[config.mk]
export PLATFORM = sky130hd
export DESIGN_NAME = word_rotate_engine
export DESIGN_NICKNAME = d
export VERILOG_FILES = /design/src/rtl/rot_pkg.sv /design/src/rtl/rot_lane_rotator.sv /design/src/rtl/rot_word_counter.sv /design/src/rtl/word_rotate_engine.sv
export SDC_FILE = /design/constraint.sdc
export NUM_CORES = 1
export LEC_CHECK = 0
export BUFFER_PORTS_ARGS = -buffer_cell sky130_fd_sc_hd__buf_2
export CAP_MARGIN = 20
export CORE_ASPECT_RATIO = 0.8
export CORE_MARGIN = 2
export CORE_UTILIZATION = 45
export DETAILED_ROUTE_END_ITERATION = 12
export PLACE_DENSITY = 0.75
export SKIP_CTS_REPAIR_TIMING = 1
export SYNTH_ARGS = -nofsm -noshare
export SYNTH_HDL_FRONTEND = slang
export SYNTH_SLANG_ARGS = --single-unit
[constraint.sdc]
create_clock -name clk -period 3.3 [get_ports clk]
set_input_delay 0.165 -clock clk [delete_from_list [all_inputs] [get_ports clk]]
set_output_delay 0.165 -clock clk [all_outputs]
set_load 0.02 [all_outputs]
[src/rtl/rot_pkg.sv]
package rot_pkg;

    typedef enum logic [1:0] {
        ST_IDLE  = 2'd0,
        ST_READ  = 2'd1,
        ST_WRITE = 2'd2,
        ST_DONE  = 2'd3
    } rot_state_e;

endpackage

[src/rtl/rot_lane_rotator.sv]
module rot_lane_rotator #(
    parameter int DATA_W = 32,
    parameter int LANE_W = 8
) (
    input  logic [DATA_W-1:0] word_i,
    output logic [DATA_W-1:0] word_o
);
    localparam int NUM_LANES = DATA_W / LANE_W;

    // Output lane l takes input lane l-1; lane 0 takes the top lane.
    for (genvar l = 0; l < NUM_LANES; l++) begin : g_lane
        localparam int SRC_LANE = (l + NUM_LANES - 1) % NUM_LANES;
        assign word_o[l*LANE_W +: LANE_W] = word_i[SRC_LANE*LANE_W +: LANE_W];
    end

endmodule

[src/rtl/rot_word_counter.sv]
module rot_word_counter #(
    parameter int CNT_W = 30
) (
    input  logic             clk,
    input  logic             rst_n,
    input  logic             clear,
    input  logic             step,
    input  logic [CNT_W-1:0] total,
    output logic [CNT_W-1:0] idx,
    output logic             last
);
    always_ff @(posedge clk or negedge rst_n) begin
        if (!rst_n) begin
            idx <= '0;
        end else if (clear) begin
            idx <= '0;
        end else if (step) begin
            idx <= idx + 1'b1;
        end
    end

    assign last = (idx == total - 1'b1);

endmodule

[src/rtl/word_rotate_engine.sv]
module word_rotate_engine #(
    parameter int DATA_W = 32,
    parameter int ADDR_W = 16,
    parameter int CTRL_W = 32,
    parameter int LANE_W = 8
) (
    input  logic              clk,
    input  logic              rst_n,
    input  logic              start,
    input  logic [CTRL_W-1:0] src_base,
    input  logic [CTRL_W-1:0] len_bytes,
    input  logic [CTRL_W-1:0] dst_base,
    output logic              done,
    output logic              mem_clk,
    output logic              mem_we,
    output logic [ADDR_W-1:0] mem_addr,
    output logic [DATA_W-1:0] mem_wdata,
    input  logic [DATA_W-1:0] mem_rdata
);
    import rot_pkg::*;

    localparam int BYTE_SHIFT = $clog2(DATA_W / 8);
    localparam int CNT_W      = CTRL_W - BYTE_SHIFT;

    rot_state_e        state, state_nx;
    logic [ADDR_W-1:0] src_q, dst_q;
    logic [CNT_W-1:0]  total_q;
    logic [CNT_W-1:0]  words_in;
    logic [CNT_W-1:0]  idx;
    logic              last;
    logic              accept;
    logic              busy;
    logic [DATA_W-1:0] rot_word;
    logic              unused_ctrl_bits;

    assign mem_clk  = clk;
    assign words_in = len_bytes[CTRL_W-1:BYTE_SHIFT];
    assign busy     = (state == ST_READ) || (state == ST_WRITE);
    assign accept   = start && !busy;
    assign unused_ctrl_bits = ^{len_bytes[BYTE_SHIFT-1:0],
                                src_base[CTRL_W-1:ADDR_W], dst_base[CTRL_W-1:ADDR_W]};

    rot_word_counter #(.CNT_W(CNT_W)) i_counter (
        .clk   (clk),
        .rst_n (rst_n),
        .clear (accept),
        .step  ((state == ST_WRITE) && !last),
        .total (total_q),
        .idx   (idx),
        .last  (last)
    );

    rot_lane_rotator #(.DATA_W(DATA_W), .LANE_W(LANE_W)) i_rotator (
        .word_i (mem_rdata),
        .word_o (rot_word)
    );

    // Next-state decision
    always_comb begin
        state_nx = state;
        unique case (state)
            ST_IDLE, ST_DONE: begin
                if (accept) state_nx = (words_in == '0) ? ST_DONE : ST_READ;
            end
            ST_READ:  state_nx = ST_WRITE;
            ST_WRITE: state_nx = last ? ST_DONE : ST_READ;
            default:  state_nx = ST_IDLE;
        endcase
    end

    // State register and job parameters
    always_ff @(posedge clk or negedge rst_n) begin
        if (!rst_n) begin
            state   <= ST_IDLE;
            src_q   <= '0;
            dst_q   <= '0;
            total_q <= '0;
        end else begin
            state <= state_nx;
            if (accept) begin
                src_q   <= src_base[ADDR_W-1:0];
                dst_q   <= dst_base[ADDR_W-1:0];
                total_q <= words_in;
            end
        end
    end

    // Memory and status outputs, combinational from state
    always_comb begin
        mem_we    = 1'b0;
        mem_addr  = '0;
        mem_wdata = rot_word;
        done      = 1'b0;
        unique case (state)
            ST_IDLE:  ;
            ST_READ:  mem_addr = src_q + ADDR_W'(idx);
            ST_WRITE: begin
                mem_addr = dst_q + ADDR_W'(idx);
                mem_we   = 1'b1;
            end
            ST_DONE:  done = 1'b1;
            default:  ;
        endcase
    end

    p_quiet_outside_job_r1: assert property (@(posedge clk) disable iff (!rst_n)
        !busy |-> !mem_we);

    p_rotated_data_r2: assert property (@(posedge clk) disable iff (!rst_n)
        mem_we |-> ({mem_wdata[LANE_W-1:0], mem_wdata[DATA_W-1:LANE_W]} == mem_rdata));

    p_read_before_write_r3: assert property (@(posedge clk) disable iff (!rst_n)
        mem_we |=> !mem_we);

    p_write_index_matches_read_r4: assert property (@(posedge clk) disable iff (!rst_n)
        mem_we |-> ((mem_addr - dst_q) == ($past(mem_addr) - src_q)));

    p_done_sticky_r6: assert property (@(posedge clk) disable iff (!rst_n)
        (done && !start) |=> done);

    p_busy_start_ignored_r8: assert property (@(posedge clk) disable iff (!rst_n)
        (busy && start) |=> ($stable(src_q) && $stable(dst_q) && $stable(total_q)));

endmodule

==> run metrics, run 1 <==
status=finished, violations left; violated checks=setup timing; Comb power frac=5.3%; DP HPWL=11.9 mm; Seq pwr share=between 40 and 50%; Power Total=2470 uW; Core Area=approximately 14000 sq um; CP Data Arrival Time=3.51 ns; Synth Area in XOR/XNOR=7.99%; Antenna Cells=0; full die area=14900 sq um; Main synth FF type=dfrtp_1; per-cell routed wire length=16.5 microns; Clk Latency, worst-skew pair=about 0.46 ns; CTS tree=done; drc violations=0; main combinational cell family by area after synthesis=simple AND/OR/NAND/NOR gates; Psw=547 uW; die height=109 microns; cell count after synthesis=754; met2 Use GR=34.4%; internal power=1930 uW; Synth Area in Compound Gates=11.5%; initial drt markers=618; Worst-Margin Slew=0.847 ns; net count after synthesis=between 900 and 1000; first-pass GRT wire length=26.4 mm; Pleak=0.00408 uW; P&R area growth vs syn=37.4%; Total GRT Usage=22.7%; post-synth cell types=60; Mapped Avg Cell Area=8.29 sq um; Crit. End Element=output pin; dpl ws=-0.156 ns; via count=6160; sequential fraction of the synthesis area=a little under two fifths; Synth top area share=37.6%; grt total ovfl=0; Vias/cell=5.55; synth cell count leaders=nand2_1 (204), dfrtp_1 (94), xnor2_1 (38), nor2_1 (35), buf_4 (34); post-synthesis mux area share=3.18%; Max Cap Viol=0; Yosys warnings=0; port buffer count=83; routed wire length=18.3 mm; setup violators final=29; asr flop ratio synth=100%; vias in the first global route=~5400; slowest stage cell on the critical path=dfrtp_1; TritonRoute pass-1 iters=6; clock transition at the registers of the reported paths=0.07 ns; Adder-Cell Fraction of Synth Area=4.52%; Final min period=3.68 ns; Max-slew headroom=43.5%; Sw Ratio=around 22%; synthesis-stage register bit count=94; cell with the most instances after synthesis=nand2_1; crit path kind=reg2out; synth top area cells=dfrtp_1 (38%), nand2_1 (12%), xnor2_1 (5.3%); IO Pins=~180; CP peak stage delay=0.42 ns; WP data required=3.13 ns; post-route clock period utilization=111%; unrepaired setup endpoints after global routing=yes; post-route ant nets=0; share of cells above drive strength 1=between 20 and 30%; post-synthesis simple-gate area fraction=28.0%; Slew Viols, Final=0; Setup WS post-layout=-0.377 ns; Site Rows=38; CP max FO=6; global placement routability congestion=0.914; Total Nets Final=between 1000 and 1500; post-synth top area cell=dfrtp_1; Worst Clk Skew=between 0.01 and 0.015 ns; worst hold path type=in2reg; largest net degree at the start of global routing=67; EDFF count, synth=0; power density over the cells=288 nW/um^2; Die Span X=136 microns; met3 usage in global routing=5.67%; critical path, cell by cell=ha_4 -> mux2_4 -> ha_4 -> inv_2 -> fa_2 -> nor2b_2 -> o21a_1 -> o21ai_2 -> a211oi_2 -> nor2_1 -> a211o_1 -> o21ai_2 -> xnor2_2 -> nor2_2 -> buf_6; Max Freq=272 MHz; Starting Density=46.1%; VDD IR-drop max=0.236 mV; final hold slack=0.0688 ns; GRT Max-Usage Layer=met2; mapped cell area=6250 sq um; Fin. Hold Viols=0; startpoint types=flop; Clock Power Share=48.1%; initial antenna violation count=0; M1 GR Usage=32.2%
cell families (layout without fill, tap and decap cells):
logic type,after synthesis,after routing
muxes,18,18
AOI/OAI and AO/OA,108,108
DFF,94,94
xor gates and xnor gates,57,57
buffers and inverters,84,260
and+or+nand+nor,371,371
adders and majority gates,22,22
power groups by stage:
stage | combinational, uW | sequential [uW] | clock [uW]
after floorplan | 59.3 | 1170 | 35.4
after global placement | 70.7 | 1170 | 28.3
after detailed placement | 72.2 | 1170 | 28.3
after CTS | 72.4 | 1150 | 1200
after global routing | 145 | 1150 | 1260
final | 131 | 1150 | 1190
sequential cells by signal (all words and copies together) (netlist names):
name / flops
dst_q: 16
total_q: 30
state: 2
src_q: 16
i_counter.idx: 30
path summary, 6_finish.rpt:
path	start	endpoint	slack, ns	cells past startpoint
worst min register to register	src_q[15]	src_q[15]	0.48	2
min in group asynchronous	rst_n	i_counter.idx[26]	0.35	2
worst max register to register	total_q[9]	i_counter.idx[22]	-0.12	11
max in group asynchronous	rst_n	dst_q[6]	2.18	3
worst min-delay path	start	state[0]	0.07	3
worst max-delay path	state[1]	mem_addr[14]	-0.38	15
cell type report:
class                      count  area, sq um
clock buffer                  15          323
clock inverter                 4         31.3
fill                        1076         4960
inverter                      21         78.8
multi-input combinational    576         3870
sequential                    94         2350
tap                          180          225
timing repair buffer         220         1710
metrics by stage:
step | TNS (ns) | cell area [sq um] | util [%] | instances
after floorplan | -0.0529 | 6300 | - | 754
after global placement | -0.575 | 7000 | 51.6 | 1010
after detailed placement | -1.85 | 7000 | 51.6 | 1010
after CTS | -5.23 | 7350 | 54.2 | 1028
after global routing | -5.06 | 8590 | 63.4 | 1110
final | -2.11 | 8590 | 63.4 | 1110
metal layers:
layer / part of all wire (%) / wire (microns)
met3: 7.5 / 1370
met5: 0 / 0
met4: 1.6 / 298
met2: 46 / 8430
met1: 45 / 8220
cells in the final DEF (no fill, tap or decap), types with 14 or more instances in the layout:
master	Yosys	routed
nor4_1	23	17
or3_1	23	22
nor3_1	19	18
o21ai_1	13	14
buf_4	34	69
nand3_1	19	16
xnor2_1	38	35
inv_1	21	19
nor2_1	35	34
a21oi_1	33	27
xor2_1	19	19
nand2_1	204	202
buf_2	1	76
dfrtp_1	94	94
dlygate4sd3_1	0	63
worst max-delay path: cells and delay by family (launching register included):
family,cells,cell delay (ns)
buffers and inverters,2,0.17
AO/OA/AOI/OAI,5,1.11
XOR/XNOR,1,0.14
multiplexers,1,0.21
AND/OR/NAND/NOR,3,0.30
adder cells (fa/ha/maj),3,0.70
flip-flops,1,0.42
Note: power is estimated with default switching activity, not from simulation.
==> inputs of run 2 (changes only) <==
--- a/config.mk
+++ b/config.mk
@@ -12,7 +12,6 @@
 export CORE_UTILIZATION = 45
 export DETAILED_ROUTE_END_ITERATION = 12
 export PLACE_DENSITY = 0.75
-export SKIP_CTS_REPAIR_TIMING = 1
 export SYNTH_ARGS = -nofsm -noshare
 export SYNTH_HDL_FRONTEND = slang
 export SYNTH_SLANG_ARGS = --single-unit
==> run 2 against run 1 <==
The flow still finishes with violations (setup timing). Routed wire length rose by 10%. Critical endpoint is now i_counter.idx[23]. Die area unchanged. Combinational power barely moved. Setup slack better by 0.013 ns. Sequential cell count unchanged. Critical path depth decreased by 3. Critical path type is now reg2reg.
==> run metrics, run 2 (synthesis results as in run 1) <==
critical path, cell by cell=or4_4 -> or4_4 -> buf_6 -> nor4_4 -> mux2i_1 -> o32ai_1 -> buf_4 -> nand4b_4 -> o211ai_4 -> clkbuf_16 -> or4_1 -> a21oi_1; slowest stage cell on the critical path=or4_4; Worst R2R Path Depth=12 (+1); power density over the cells=285 nW/um^2 (-1.1%); worst hold path type=in2reg; CP dominant cell by count=or4_4; DP Area=7000 sq um (unchanged); TritonRoute pass-1 iters=5 (-1); Vias/cell=5.77 (+3.9%); IO Pins=182 (unchanged); WP data required=3.63 ns (+0.50 ns); RR Startpoint=total_q[15]; Site Rows=38 (unchanged); Critical R2R Capture=i_counter.idx[23]; most frequent cells in the layout=nand2_1 (202), dfrtp_1 (94), buf_2 (75); Buf/Inv on CP=3 (+1); Worst-Margin Slew=0.847 ns (-0.000686 ns); Pleak=0.00419 uW (+2.6%); largest registers=i_counter.idx: 30 flops, total_q: 30 flops; post-route ant nets=0 (unchanged); Final min period=3.66 ns (-0.0129 ns); vias in the first global route=5989 (+10%); Slew Viols, Final=0 (unchanged); VDD IR-drop max=0.240 mV (+1.6%); crit path kind=reg2reg; clock transition at the registers of the reported paths=0.08 ns (about the same); full die area=14900 sq um (unchanged); post-route clock period utilization=111% (-0.39 points); Max Cap Viol=0 (unchanged); share of cells above drive strength 1=30.0% (+2.1 points); Max Freq=273 MHz (+0.35%); Total GRT Usage=24.7% (+2.0 points); violated checks=setup timing; post-route design area=8750 sq um (+1.9%); initial drt markers=751 (+22%); Fin. Hold Viols=0 (unchanged); drc violations=0 (unchanged); initial antenna violation count=0 (unchanged); R2R Setup Slk=-0.36 ns (-0.24 ns); Worst Clk Skew=0.0153 ns (+0.00445 ns); final hold slack=0.0578 ns (-0.0110 ns); per-cell routed wire length=18.0 microns (+9.4%); grt total ovfl=0 (unchanged); Die Span X=136 microns (unchanged); CP Data Arrival Time=4.00 ns (+0.49 ns); first-pass GRT wire length=28.9 mm (+9.3%); Power Total=2490 uW (+0.78%); status=finished, violations left; largest net degree at the start of global routing=67 (unchanged); CP peak stage delay=0.56 ns (+0.14 ns); DP HPWL=11.9 mm (unchanged); via count=6464 (+4.9%); Setup WS post-layout=-0.364 ns (+0.0129 ns); unrepaired setup endpoints after global routing=yes; CTS tree=done; Max-slew headroom=43.6% (+0.046 points); global placement routability congestion=0.914 (unchanged); startpoint types=flop; port buffer count=83 (unchanged); die height=109 microns (unchanged); Clk Latency, worst-skew pair=0.48 ns (+0.02 ns); Core Area=13600 sq um (unchanged); Crit. End Element=flop; P&R area growth vs syn=40.0%; Antenna Cells=0 (unchanged); routed wire length=20.2 mm (+10%); setup violators final=40 (+38%); Starting Density=46.1% (unchanged); CP delay by family, top=simple AND/OR/NAND/NOR gates; commonest non-fill, non-tap cell in the layout=nand2_1; Total Nets Final=1090 (+1.0%); CP max FO=9 (+3); WHS Path Cells=3 (unchanged); hold path start=start; Worst Hold End=state[0]
run 2: changes by cell type in the layout (fill, tap and decap cells not counted), moves of 2 or more:
cell	delta
a21oi_1	-5
a21oi_2	+5
buf_4	+4
buf_6	+6
clkbuf_16	+2
mux2_2	+2
mux2_4	-2
nor4_2	+3
nor4_4	-3
o21ai_0	-2
o21ai_1	-2
o21ai_2	+5
or3_1	-3
or3_4	+3
run 2: repair_timing:
item	CTS	global route
cloned	0	3
endpoints found under the setup margin	38	38
hold buffers	63	0
resized for setup	46	64
buffers inserted	10	21
hold endpoints to repair	126	0
pin swaps	25	46
run 2: routing by layer:
metal	track usage [%]	wire length, microns
met3	5.58	1670
met1	33.6	8530
met2	39.6	9460
met5	0	0
met4	7.44	561
run 2: power by group:
part           switching (uW)  internal, uW  total [uW]  leakage [uW]
sequential                  0          1150        1150       0.00125
clock                     514           695        1210      0.000177
combinational            51.8          79.0         131       0.00276
total                     566          1930        2490       0.00419
run 2: worst max-delay path by stage:
stage | cells after the start | end | startpoint | slack [ns]
6_report | 12 | i_counter.idx[23] | total_q[15] | -0.36
5_1_grt | 14 | mem_addr[14] | state[0] | -0.45
4_1_cts | 15 | mem_addr[14] | state[1] | -0.27
3_5_place_dp | 10 | i_counter.idx[22] | total_q[6] | -0.16
3_3_place_gp | 12 | i_counter.idx[1] | total_q[6] | -0.11
2_1_floorplan | 12 | i_counter.idx[11] | total_q[6] | -0.03
run 2: worst min-delay path, delay by kind of cell:
kind                   cells  cell delay (ns)
buffers and inverters      1             0.12
AND/OR/NAND/NOR            1             0.12
multiplexers               1             0.07
run 2: area by class of cell:
cell class              count  area [sq um]
fillers                  1049          4800
multi-input cells         576          3890
flip-flops and latches     94          2350
repair buffers            231          1850
clock buffers              15           323
well taps                 180           225
inverters                  21          78.8
clock inverters             4          31.3
run 2: stage by stage:
stage	setup TNS [ns]	utilization, %	setup WS [ns]	cells
after floorplan	-0.0529	-	-0.0297	754
after global placement	-0.575	51.6	-0.111	1010
after detailed placement	-1.85	51.6	-0.156	1010
after CTS	-0.969	60.9	-0.267	1099
after global routing	-13.80	64.6	-0.448	1121
final	-9.78	64.6	-0.364	1121
==> inputs of run 3 (changes only) <==
--- a/config.mk
+++ b/config.mk
@@ -5,13 +5,15 @@
 export SDC_FILE = /design/constraint.sdc
 export NUM_CORES = 1
 export LEC_CHECK = 0
+export ABC_AREA = 1
 export BUFFER_PORTS_ARGS = -buffer_cell sky130_fd_sc_hd__buf_2
 export CAP_MARGIN = 20
 export CORE_ASPECT_RATIO = 0.8
 export CORE_MARGIN = 2
 export CORE_UTILIZATION = 45
 export DETAILED_ROUTE_END_ITERATION = 12
-export PLACE_DENSITY = 0.75
+export PLACE_DENSITY = 0.73
+export REMOVE_ABC_BUFFERS = 1
 export SYNTH_ARGS = -nofsm -noshare
 export SYNTH_HDL_FRONTEND = slang
 export SYNTH_SLANG_ARGS = --single-unit
==> run 3 against run 2 <==
The run now ends clean. Combinational power rose to 28 times the previous value. Clock skew decreased by 0.0072 ns. Synthesized cell count is 38% higher. Sequential share of layout area is essentially flat. Clock power hardly changed. Power grew to 2.7 times the previous value. Setup slack better by 0.51 ns. Area after synthesis rose by 16%. First-iteration DRC count fell by 7.5%. Sequential cell count unchanged. Largest cell class unchanged. Largest power group is now combinational cells. Highest routed layer unchanged.
==> run metrics, run 3 <==
routed wire length=20.9 mm (+3.1%); cell with the most instances after synthesis=nand2_1; vias in the first global route=6576 (+9.8%); slowest stage cell on the critical path=dfrtp_1; commonest non-fill, non-tap cell in the layout=nand2_1; Total Nets Final=1305 (+20%); Setup crit start=state[1]; worst hold path type=in2reg; cell count after synthesis=1043 (+38%); footprint of the multi-input gates=4040 sq um (+3.7%); Seq pwr share=28.3% (-18 points); clock transition at the registers of the reported paths=0.07 ns (about the same); Pleak=0.00453 uW (+8.0%); status=completed; EDFF count, synth=0 (unchanged); post-synth cell types=37 (-38%); IO Pins=182 (unchanged); setup violators final=0 (-100%); R2R Setup Slk=0.56 ns (+0.92 ns); per-cell routed wire length=15.2 microns (-16%); DP HPWL=15.3 mm (+29%); grt total ovfl=0 (unchanged); post-route clock period utilization=95.5% (-16 points); die height=118 microns (+7.6%); Crit. End Element=output pin; Yosys warnings=0 (unchanged); Site Rows=41 (+7.9%); CP peak stage delay=0.41 ns (-0.15 ns); CP Data Arrival Time=2.99 ns (-1.01 ns); via count=7183 (+11%); Max-slew headroom=38.9% (-4.6 points); sequential fraction of the synthesis area=32.4% (-5.3 points); largest registers=i_counter.idx: 30 flops, total_q: 30 flops; initial antenna violation count=1 (+1); initial drt markers=695 (-7.5%); Slew Viols, Final=0 (unchanged); Final min period=3.15 ns (-0.514 ns); share of cells above drive strength 1=15.6% (-14 points); P&R area growth vs syn=20.5%; Mapped Avg Cell Area=6.97 sq um (-16%); post-synth top area cell=dfrtp_1; Main synth FF type=dfrtp_1; Comb power frac=53.8% (+48 points); asr flop ratio synth=100% (unchanged); post-route ant nets=0 (unchanged); Worst-Margin Slew=0.908 ns (+0.0612 ns); Worst Clk Skew=0.00809 ns (-0.00721 ns); FF/Latch Area=2350 sq um (unchanged); crit path kind=reg2out; Die Span X=146 microns (+7.6%); critical path, cell by cell=ha_4 -> buf_6 -> o21ai_2 -> ha_2 -> inv_2 -> fa_2 -> inv_2 -> nand3_2 -> nand2_2 -> nand4_1 -> nand3_2 -> a21oi_2 -> o21bai_1 -> o21ai_1 -> a21oi_1 -> buf_4; Starting Density=46.0% (-0.11 points); unrepaired setup endpoints after global routing=yes; Worst R2R Path Depth=13 (+1); Buf/Inv on CP=4 (+1); Max Cap Viol=0 (unchanged); Clk Latency, worst-skew pair=0.48 ns (about the same); final hold slack=0.0203 ns (-0.0375 ns); Fin. Hold Viols=0 (unchanged); synth top area cells=dfrtp_1 (32%), nand2_1 (12%), inv_1 (7.0%); largest net degree at the start of global routing=57 (-15%); CP delay by family, top=adder cells; synthesis-stage register bit count=94 (unchanged); Critical R2R Capture=i_counter.idx[12]; Vias/cell=5.24 (-9.2%); setup TNS=0 ns (+9.78 ns); CP max FO=8 (-1); DP Area=7640 sq um (+9.2%); TritonRoute pass-1 iters=5 (unchanged); Sw Ratio=47.0% (+24 points); RR Startpoint=total_q[2]; VDD IR-drop max=0.675 mV (+180%); hold path start=len_bytes[28]; Worst Hold End=total_q[26]; drc violations=0 (unchanged); Core Area=15800 sq um (+17%); post-route design area=8760 sq um (+0.10%); synth cell count leaders=nand2_1 (239), inv_1 (135), nor2_1 (118), dfrtp_1 (94), nand3_1 (73); mapped cell area=7270 sq um (+16%); Antenna Cells=0 (unchanged); WHS Path Cells=2 (-1); internal power=3580 uW (+86%); Power Total=6750 uW (+170%); first-pass GRT wire length=34.1 mm (+18%); WP data required=3.13 ns (-0.50 ns); Post-Place Cells=1280 (+27%); startpoint types=flop; Filler Cells Inserted=1543 (+47%); Total GRT Usage=24.8% (+0.070 points); full die area=17200 sq um (+16%); power density over the cells=771 nW/um^2 (+170%); most frequent cells in the layout=nand2_1 (236), inv_1 (132), nor2_1 (118); Clock Power Share=17.9% (-31 points); CTS tree=done; port buffer count=83 (unchanged); Max Freq=317 MHz (+16%); global placement routability congestion=0.951 (+4.0%); Final Instance Count excl. Fillers=1372 (+22%); Synth top area share=32.4% (-5.3 points); Psw=3170 uW (+460%)
run 3: logic make-up (layout without fill, tap and decap cells):
logic type / after synthesis / count (layout) / synth area share, %
xor gates and xnor gates: 59 / 59 / 7.30
adders and majority gates: 22 / 22 / 3.89
DFF: 94 / 94 / 32.4
muxes: 22 / 22 / 3.41
buffers and inverters: 210 / 324 / 13.0
and+or+nand+nor: 531 / 531 / 32.5
AOI/OAI and AO/OA: 105 / 105 / 7.59
run 3: power by group through the flow:
stage | Clock (uW) | Combinational [uW] | Sequential [uW]
floorplan | 0 | 2550 | 1820
global placement | 28.3 | 3320 | 1920
detailed placement | 28.3 | 3390 | 1930
CTS | 1230 | 3550 | 1910
global route | 1280 | 4070 | 1960
finish | 1210 | 3630 | 1910
run 3: area by class of cell:
cell class / count / share of cell area [%]
multi-input combinational: 739 / 46.1
inverter: 137 / 5.87
timing repair buffer: 167 / 14.1
clock buffer: 13 / 3.48
sequential: 94 / 26.8
tap: 215 / 3.07
clock inverter: 7 / 0.571
run 3: stage by stage:
stage	util (%)	setup WS, ns
CTS	55.1	0.00927
global placement	48.4	0.375
floorplan	-	-0.785
detailed placement	48.4	0.280
global route	55.4	-0.0726
finish	55.4	0.149
run 3: per-layer routing:
layer	vias to the layer above	global-route usage, %	part of all wire [%]
li1	3553	-	-
met4	0	6.01	1.3
met3	25	7.05	8.8
met2	290	35.8	41
met1	3315	36.3	49
met5	-	2.94	0
run 3: worst max path at each step:
stage          slack (ns)      endpoint  depth (start not counted)
5_1_grt             -0.07  mem_addr[15]                         15
3_3_place_gp         0.37  mem_addr[15]                         15
6_report             0.15  mem_addr[14]                         16
3_5_place_dp         0.28  mem_addr[15]                         14
4_1_cts             0.009  mem_addr[14]                         16
2_1_floorplan       -0.79      state[1]                          7
run 3: timing repair:
action | 4_1_cts | 5_1_grt
setup endpoints to repair | 4 | 6
gates resized for setup | 13 | 15
gates cloned | 0 | 0
hold endpoints to repair | 115 | 0
hold buffers | 63 | 0
pin swaps | 3 | 8
setup buffers | 7 | 3
